**config.mk**
```make
export PLATFORM = sky130hd
export DESIGN_NAME = audio_tx_fifo
export DESIGN_NICKNAME = d
export VERILOG_FILES = /design/src/rtl/atx_pkg.sv /design/src/rtl/atx_pad.sv /design/src/rtl/atx_store.sv /design/src/rtl/atx_ctl.sv /design/src/rtl/audio_tx_fifo.sv
export SDC_FILE = /design/constraint.sdc
export NUM_CORES = 1
export LEC_CHECK = 0
export BUFFER_PORTS_ARGS = -buffer_cell sky130_fd_sc_hd__buf_2
export CELL_PAD_IN_SITES_DETAIL_PLACEMENT = 0
export CELL_PAD_IN_SITES_GLOBAL_PLACEMENT = 1
export CORE_AREA = 5 5 157 159
export DETAILED_ROUTE_END_ITERATION = 7
export DIE_AREA = 0 0 162 164
export PLACE_DENSITY = 0.89
export SYNTH_ARGS = -nofsm -noshare
export SYNTH_HDL_FRONTEND = slang
export SYNTH_SLANG_ARGS = --single-unit
```
**constraint.sdc**
```tcl
create_clock -name clk -period 7.43 [get_ports clk]
set_input_delay 1.486 -clock clk [delete_from_list [all_inputs] [get_ports clk]]
set_output_delay 1.486 -clock clk [all_outputs]
set_load 0.005 [all_outputs]
```
**src/rtl/atx_pkg.sv**
```systemverilog
package atx_pkg;
    localparam int SLOT_W = 20;

    typedef enum logic [1:0] {
        SZ_16 = 2'd0,
        SZ_18 = 2'd1,
        SZ_20 = 2'd2,
        SZ_12 = 2'd3
    } width_sel_e;

    // field order gives bit 0 = enable ... bit 5 = slot 4
    typedef struct packed {
        logic       slot4;
        logic       slot3;
        logic       compact;
        width_sel_e width;
        logic       enable;
    } tx_cfg_t;

    typedef struct packed {
        logic urun;
        logic full;
        logic half;
        logic empty;
    } tx_stat_t;
endpackage

```
**src/rtl/atx_pad.sv**
```systemverilog
module atx_pad
    import atx_pkg::*;
(
    input  logic [31:0]       word,
    input  width_sel_e        width,
    input  logic              compact,
    output logic [SLOT_W-1:0] first,
    output logic [SLOT_W-1:0] second
);
    logic [4:0] nc_sh;
    logic [4:0] c_sh;

    always_comb begin
        case (width)
            SZ_12:   nc_sh = 5'd8;
            SZ_16:   nc_sh = 5'd4;
            SZ_18:   nc_sh = 5'd2;
            default: nc_sh = 5'd0;
        endcase
        c_sh = (width == SZ_12) ? 5'd8 : 5'd4;
        if (compact) begin
            first  = SLOT_W'({16'h0, word[15:0]} << c_sh);
            second = SLOT_W'({16'h0, word[31:16]} << c_sh);
        end else begin
            first  = SLOT_W'(word << nc_sh);
            second = '0;
        end
    end
endmodule

```
**src/rtl/atx_store.sv**
```systemverilog
module atx_store
    import atx_pkg::*;
#(
    parameter int DEPTH = 8,
    localparam int AW = $clog2(DEPTH),
    localparam int LW = AW + 1
) (
    input  logic              clk,
    input  logic              rst_n,
    input  logic              push,
    input  logic              pair_mode,
    input  logic [SLOT_W-1:0] d0,
    input  logic [SLOT_W-1:0] d1,
    input  logic              pop,
    output logic              accept,
    output logic [LW-1:0]     level,
    output logic [LW-1:0]     lvl_next,
    output logic [SLOT_W-1:0] rd_left,
    output logic [SLOT_W-1:0] rd_right
);
    typedef struct packed {
        logic [AW-1:0] wp;
        logic [AW-1:0] rp;
        logic [LW-1:0] lvl;
    } ptr_t;

    ptr_t              s_d, s_q;
    logic [SLOT_W-1:0] mem_d [DEPTH];
    logic [SLOT_W-1:0] mem_q [DEPTH];
    logic [1:0]        n_in, n_out;

    always_comb begin
        s_d    = s_q;
        mem_d  = mem_q;
        accept = push && (pair_mode ? (int'(s_q.lvl) + 2 < DEPTH)
                                    : (int'(s_q.lvl) < DEPTH));
        n_in   = accept ? (pair_mode ? 2'd2 : 2'd1) : 2'd0;
        n_out  = pop ? 2'd2 : 2'd0;
        if (pop) s_d.rp = s_q.rp + AW'(2);
        if (accept) begin
            mem_d[s_q.wp] = d0;
            if (pair_mode) mem_d[s_q.wp + AW'(1)] = d1;
            s_d.wp = s_q.wp + AW'(n_in);
        end
        s_d.lvl  = s_q.lvl + LW'(n_in) - LW'(n_out);
        lvl_next = s_d.lvl;
    end

    always_ff @(posedge clk or negedge rst_n) begin
        if (!rst_n) s_q <= '0;
        else        s_q <= s_d;
    end

    always_ff @(posedge clk) mem_q <= mem_d;

    assign level    = s_q.lvl;
    assign rd_left  = mem_q[s_q.rp];
    assign rd_right = mem_q[s_q.rp + AW'(1)];

    p_level_bound_r4: assert property (@(posedge clk) disable iff (!rst_n)
        int'(level) <= DEPTH);
    p_drop_r4: assert property (@(posedge clk) disable iff (!rst_n)
        (push && !accept && !pop) |=> $stable(level));
    p_pop_avail_r7: assert property (@(posedge clk) disable iff (!rst_n)
        pop |-> int'(level) >= 2);
endmodule

```
**src/rtl/atx_ctl.sv**
```systemverilog
module atx_ctl
    import atx_pkg::*;
#(
    parameter int DEPTH = 8,
    localparam int LW = $clog2(DEPTH) + 1,
    localparam int HALF = DEPTH / 2
) (
    input  logic          clk,
    input  logic          rst_n,
    input  logic          cfg_wr,
    input  logic [5:0]    cfg_wdata,
    input  logic          urun_clr,
    input  logic [2:0]    irq_en,
    input  logic [LW-1:0] level,
    input  logic [LW-1:0] lvl_next,
    input  logic          accept,
    input  logic          pair_ready,
    output tx_cfg_t       cfg,
    output logic          pair_valid,
    output logic          pop,
    output tx_stat_t      stat,
    output logic [2:0]    flags,
    output logic          irq
);
    typedef struct packed {
        tx_cfg_t  cfg;
        tx_stat_t stat;
        logic     burst;
    } ctl_t;

    ctl_t s_d, s_q;

    always_comb begin
        pair_valid = s_q.cfg.enable && (s_q.cfg.slot3 || s_q.cfg.slot4)
                     && int'(level) >= 2 && (s_q.burst || int'(level) >= HALF);
        pop = pair_valid && pair_ready;

        s_d       = s_q;
        s_d.burst = pop;
        if (cfg_wr) begin
            s_d.cfg = tx_cfg_t'(cfg_wdata);
            if (s_d.cfg.width == SZ_18 || s_d.cfg.width == SZ_20) s_d.cfg.compact = 1'b0;
        end
        if (urun_clr) s_d.stat.urun = 1'b0;
        if (accept) begin
            if (int'(lvl_next) > 0) begin
                s_d.stat.empty = 1'b0;
                s_d.stat.urun  = 1'b0;
            end
            if (int'(lvl_next) >= HALF)  s_d.stat.half = 1'b0;
            if (int'(lvl_next) >= DEPTH) s_d.stat.full = 1'b1;
        end
        if (pop) begin
            s_d.stat.full = 1'b0;
            if (int'(lvl_next) <= HALF) s_d.stat.half = 1'b1;
            if (int'(lvl_next) == 0) begin
                s_d.stat.empty = 1'b1;
                s_d.stat.urun  = 1'b1;
            end
        end

        flags = {s_q.stat.empty && !pair_valid, s_q.stat.half, s_q.stat.urun};
        irq   = |(flags & irq_en);
    end

    always_ff @(posedge clk or negedge rst_n) begin
        if (!rst_n) begin
            s_q            <= '0;
            s_q.stat.empty <= 1'b1;
            s_q.stat.half  <= 1'b1;
        end else begin
            s_q <= s_d;
        end
    end

    assign cfg  = s_q.cfg;
    assign stat = s_q.stat;

    p_urun_empty_r8: assert property (@(posedge clk) disable iff (!rst_n)
        stat.urun |-> stat.empty);
    p_empty_level_r5: assert property (@(posedge clk) disable iff (!rst_n)
        stat.empty == (int'(level) == 0));
    p_full_level_r5: assert property (@(posedge clk) disable iff (!rst_n)
        stat.full == (int'(level) == DEPTH));
    p_refuse_stops_r7: assert property (@(posedge clk) disable iff (!rst_n)
        (pair_valid && !pair_ready && !accept && !cfg_wr && int'(level) < HALF) |=> !pair_valid);
endmodule

```
**src/rtl/audio_tx_fifo.sv**
```systemverilog
module audio_tx_fifo
    import atx_pkg::*;
#(
    parameter int DEPTH = 8
) (
    input  logic        clk,
    input  logic        rst_n,
    input  logic        cfg_wr,
    input  logic [5:0]  cfg_wdata,
    input  logic        dat_wr,
    input  logic [31:0] dat_wdata,
    input  logic        urun_clr,
    input  logic [2:0]  irq_en,
    output logic        pair_valid,
    input  logic        pair_ready,
    output logic [19:0] pair_left,
    output logic [19:0] pair_right,
    output logic        stat_empty,
    output logic        stat_half,
    output logic        stat_full,
    output logic        stat_urun,
    output logic [2:0]  irq_flags,
    output logic        irq
);
    localparam int LW = $clog2(DEPTH) + 1;

    tx_cfg_t           cfg;
    tx_stat_t          stat;
    logic [SLOT_W-1:0] d0, d1;
    logic              accept, pop;
    logic [LW-1:0]     level, lvl_next;

    atx_pad u_pad (
        .word    (dat_wdata),
        .width   (cfg.width),
        .compact (cfg.compact),
        .first   (d0),
        .second  (d1)
    );

    atx_store #(.DEPTH(DEPTH)) u_store (
        .clk       (clk),
        .rst_n     (rst_n),
        .push      (dat_wr),
        .pair_mode (cfg.compact),
        .d0        (d0),
        .d1        (d1),
        .pop       (pop),
        .accept    (accept),
        .level     (level),
        .lvl_next  (lvl_next),
        .rd_left   (pair_left),
        .rd_right  (pair_right)
    );

    atx_ctl #(.DEPTH(DEPTH)) u_ctl (
        .clk        (clk),
        .rst_n      (rst_n),
        .cfg_wr     (cfg_wr),
        .cfg_wdata  (cfg_wdata),
        .urun_clr   (urun_clr),
        .irq_en     (irq_en),
        .level      (level),
        .lvl_next   (lvl_next),
        .accept     (accept),
        .pair_ready (pair_ready),
        .cfg        (cfg),
        .pair_valid (pair_valid),
        .pop        (pop),
        .stat       (stat),
        .flags      (irq_flags),
        .irq        (irq)
    );

    assign stat_empty = stat.empty;
    assign stat_half  = stat.half;
    assign stat_full  = stat.full;
    assign stat_urun  = stat.urun;
endmodule

```
==> results_dict.tcl <==
set metrics [dict create \
    hold_viol 0 \
    initialDrtViolationCount 1270 \
    multiInputGateArea_sq_um 4900 \
    syn-cell-area_sq_um 10600 \
    cp.required_ns 7.77 \
    syn_inst 1077 \
    avgViaCountPerCell 6.38 \
    routed_wl_mm 33.2 \
    gp_congestion 0.877 \
    pwr_density_cell_nw_per_um2 440 \
    crit_start "u_ctl.cfg[3]" \
    placed_area_sq_um 11200 \
    pre_cts_ws_ns 2.70 \
    async_reset_ff_share_pct 11.1 \
    fmax_mhz 229 \
    synth_edf_count 160 \
    grt_remaining_overflow 0 \
    setup_tns_ns 0 \
    ff2ff_path_depth 11 \
    drive_gt1_share_pct 18.6 \
    drt-pass1-iter-count 6 \
    regArea_sq_um 5310 \
    postCtsSetupBuffers 0 \
    placedCellCount 1385 \
    ff2ff_setup_slack_ns 3.06 \
    cts_hold_buf 0 \
    numCtsBuffers 17 \
    fin_nets 1171 \
    outcome "complete, no violations" \
    pin_count 96 \
    yosys_warnings 0 \
    drv_slew 0 \
    period_needed_ns 4.37 \
    drc 0 \
    fillers 2131 \
    tightest_slew_ns 1.18 \
    timing.final.crit_share_pct 58.9 \
    finalInstanceArea_sq_um 11700 \
    grt_pass1_vias 8813 \
    h-tree-depth 4 \
    synth_top_area_share_pct 45.3 \
    synth_fp_nets 1134 \
    grt_pass1_wl_mm 50.8 \
    cp.arrival_ns 4.72 \
    instances_no_fill 1417 \
    cts_resized 0 \
    drv_cap 0 \
    ys.flop_type "edfxtp_1" \
    synth-seq-cells 180 \
    irDropWorstVdd_v 0.000273 \
    crit-reg2reg-capture "u_ctl.flags[0]" \
    p_leak_nw 4.27 \
    worstSetupPathType "reg2reg" \
    cts_max_path_buffers 2 \
    ys_seq_area_share_pct 50.0 \
    rsz0062_at_grt "false" \
    clock_latency_ns 0.45 \
    critPathLaunchType "flop" \
    place_hpwl_mm 20.7 \
    cp_max_fo 110 \
    core_sq_um 23100 \
    n_antenna_cell 0 \
    areaGrowthSynthToFinish_pct 10.6 \
    finalSetupViolCount 0 \
    clk_pin_slew_ns 0.08 \
    synthTopCellsByArea "edfxtp_1, mux4_2, a21oi_1" \
    die_area_sq_um 26600 \
    postRouteAntennaNets 0 \
    cp-end-kind "flop" \
    rows 56 \
    finClkSkew_ns 0.0139 \
    min_path_type "reg2reg" \
    num_vias 9047 \
    worst_slack_ns 3.06 \
    die_height_microns 164 \
    cts_tree "done" \
    grt_start_max_net_pins 111 \
    cts_root_buf "clkbuf_16" \
    yosysUniqueCellTypes 57 \
    avgSynthCellArea_sq_um 9.85 \
    track_usage_pct 24.9 \
    clock-sinks 180 \
    maxSlewHeadroom_pct 20.6 \
    wl_per_cell_microns 23.4 \
    yosys.area.top_type "edfxtp_1" \
    antenna_found_initial 0 \
    dieWidth_microns 162 \
    r2r-start "u_ctl.cfg[3]" \
    start_util_pct 45.9 \
    io_buffers 95 \
    crit_end "u_ctl.flags[0]" \
]
worst min-delay path by stage:
stage,from,to,slack [ns],cells after the start
floorplan,u_store.level[0],u_store.level[0],0.47,1
global placement,u_ctl.cfg[0],u_ctl.cfg[0],0.49,1
detailed placement,u_ctl.stat[2],u_ctl.stat[2],0.49,2
CTS,u_store.level[0],u_store.level[0],0.51,1
global route,u_ctl.flags[1],u_ctl.flags[1],0.53,1
finish,u_store.level[0],u_store.level[0],0.50,1
routing by layer:
metal  share of wire (%)  up-vias  global-route usage (%)
met5                   0        -                       0
met4                 4.1        0                    10.8
met3                  11       81                    5.04
met2                  47      606                    39.0
met1                  38     4331                    34.1
li1                    -     4029                       -
cell usage after synthesis, drive strengths merged (4+ instances only):
cell type  number
nand2         206
a21oi         187
edfxtp        160
nor2          120
o21ai          59
clkbuf         54
o22ai          43
mux4           42
a22oi          37
buf            30
dfrtp          18
inv            15
nand2b         11
ha              8
nand3           8
nor3            7
mux2i           6
nor2b           5
nor3b           5
xnor2           5
xor2            5
mux2            4
metrics by stage:
step                power [W]  utilization, %  hold WS, ns
finish                0.00516            50.7        0.501
global route          0.00546            50.7        0.527
CTS                   0.00515            50.7        0.508
detailed placement    0.00427            48.3        0.491
global placement      0.00420            48.3        0.485
floorplan             0.00353               -        0.469
critical path: stages (launching register included):
cell,delay (ns)
dfrtp_1,0.91
nand4_1,0.18
a21oi_1,0.20
o21ai_0,0.29
inv_6,0.82
nand2_1,0.26
fa_1,0.59
nor3b_1,0.24
xnor2_1,0.10
a2bb2oi_1,0.24
o21ai_0,0.14
a31o_2,0.31
registers in the layout, indices dropped and copies added, names as in the netlist:
register       cells
u_ctl.cfg          6
u_store.level      4
u_ctl.s_q          1
u_ctl.flags        2
u_ctl.stat         2
u_store.mem_q    160
u_store.s_q        5
final cells by class:
cell class | count | area share [%]
Clock buffer | 20 | 4.12
Clock inverter | 12 | 0.789
Inverter | 15 | 0.522
Multi-Input combinational cell | 798 | 41.7
Sequential cell | 180 | 45.3
Tap cell | 290 | 3.09
Timing Repair Buffer | 102 | 4.50
logic make-up after synthesis:
logic type,Yosys count,share of synthesized area [%]
AND/OR/NAND/NOR,378,14.9
AO/OA/AOI/OAI,348,18.6
flip-flops,180,50.0
buffers and inverters,99,4.32
multiplexers,52,9.91
XOR/XNOR,10,0.967
adder cells (fa/ha/maj),10,1.32
report_power, final:
part           total [W]  internal, W  switching, W
Sequential       0.00197      0.00173      0.000245
Clock           0.000894     0.000477      0.000418
Combinational    0.00230     0.000945       0.00135
placed cells by master (no fill, tap or decap), types with 4 or more instances in the layout:
cell,synthesis,routed
a21oi_1,187,187
a22oi_1,37,37
buf_2,17,95
buf_4,9,7
clkbuf_16,0,19
clkinv_4,0,5
dfrtp_1,18,16
edfxtp_1,160,160
ha_1,8,8
inv_1,15,14
mux2_2,4,4
mux2i_1,6,6
mux4_2,42,42
nand2_1,205,205
nand2b_1,11,11
nand3_1,8,8
nor2_1,116,113
nor2_2,2,5
nor2b_1,5,5
nor3_2,4,4
o21ai_0,56,56
o22ai_1,43,43
xnor2_1,4,4
xor2_1,4,4
(Power assumes the default switching activity.)
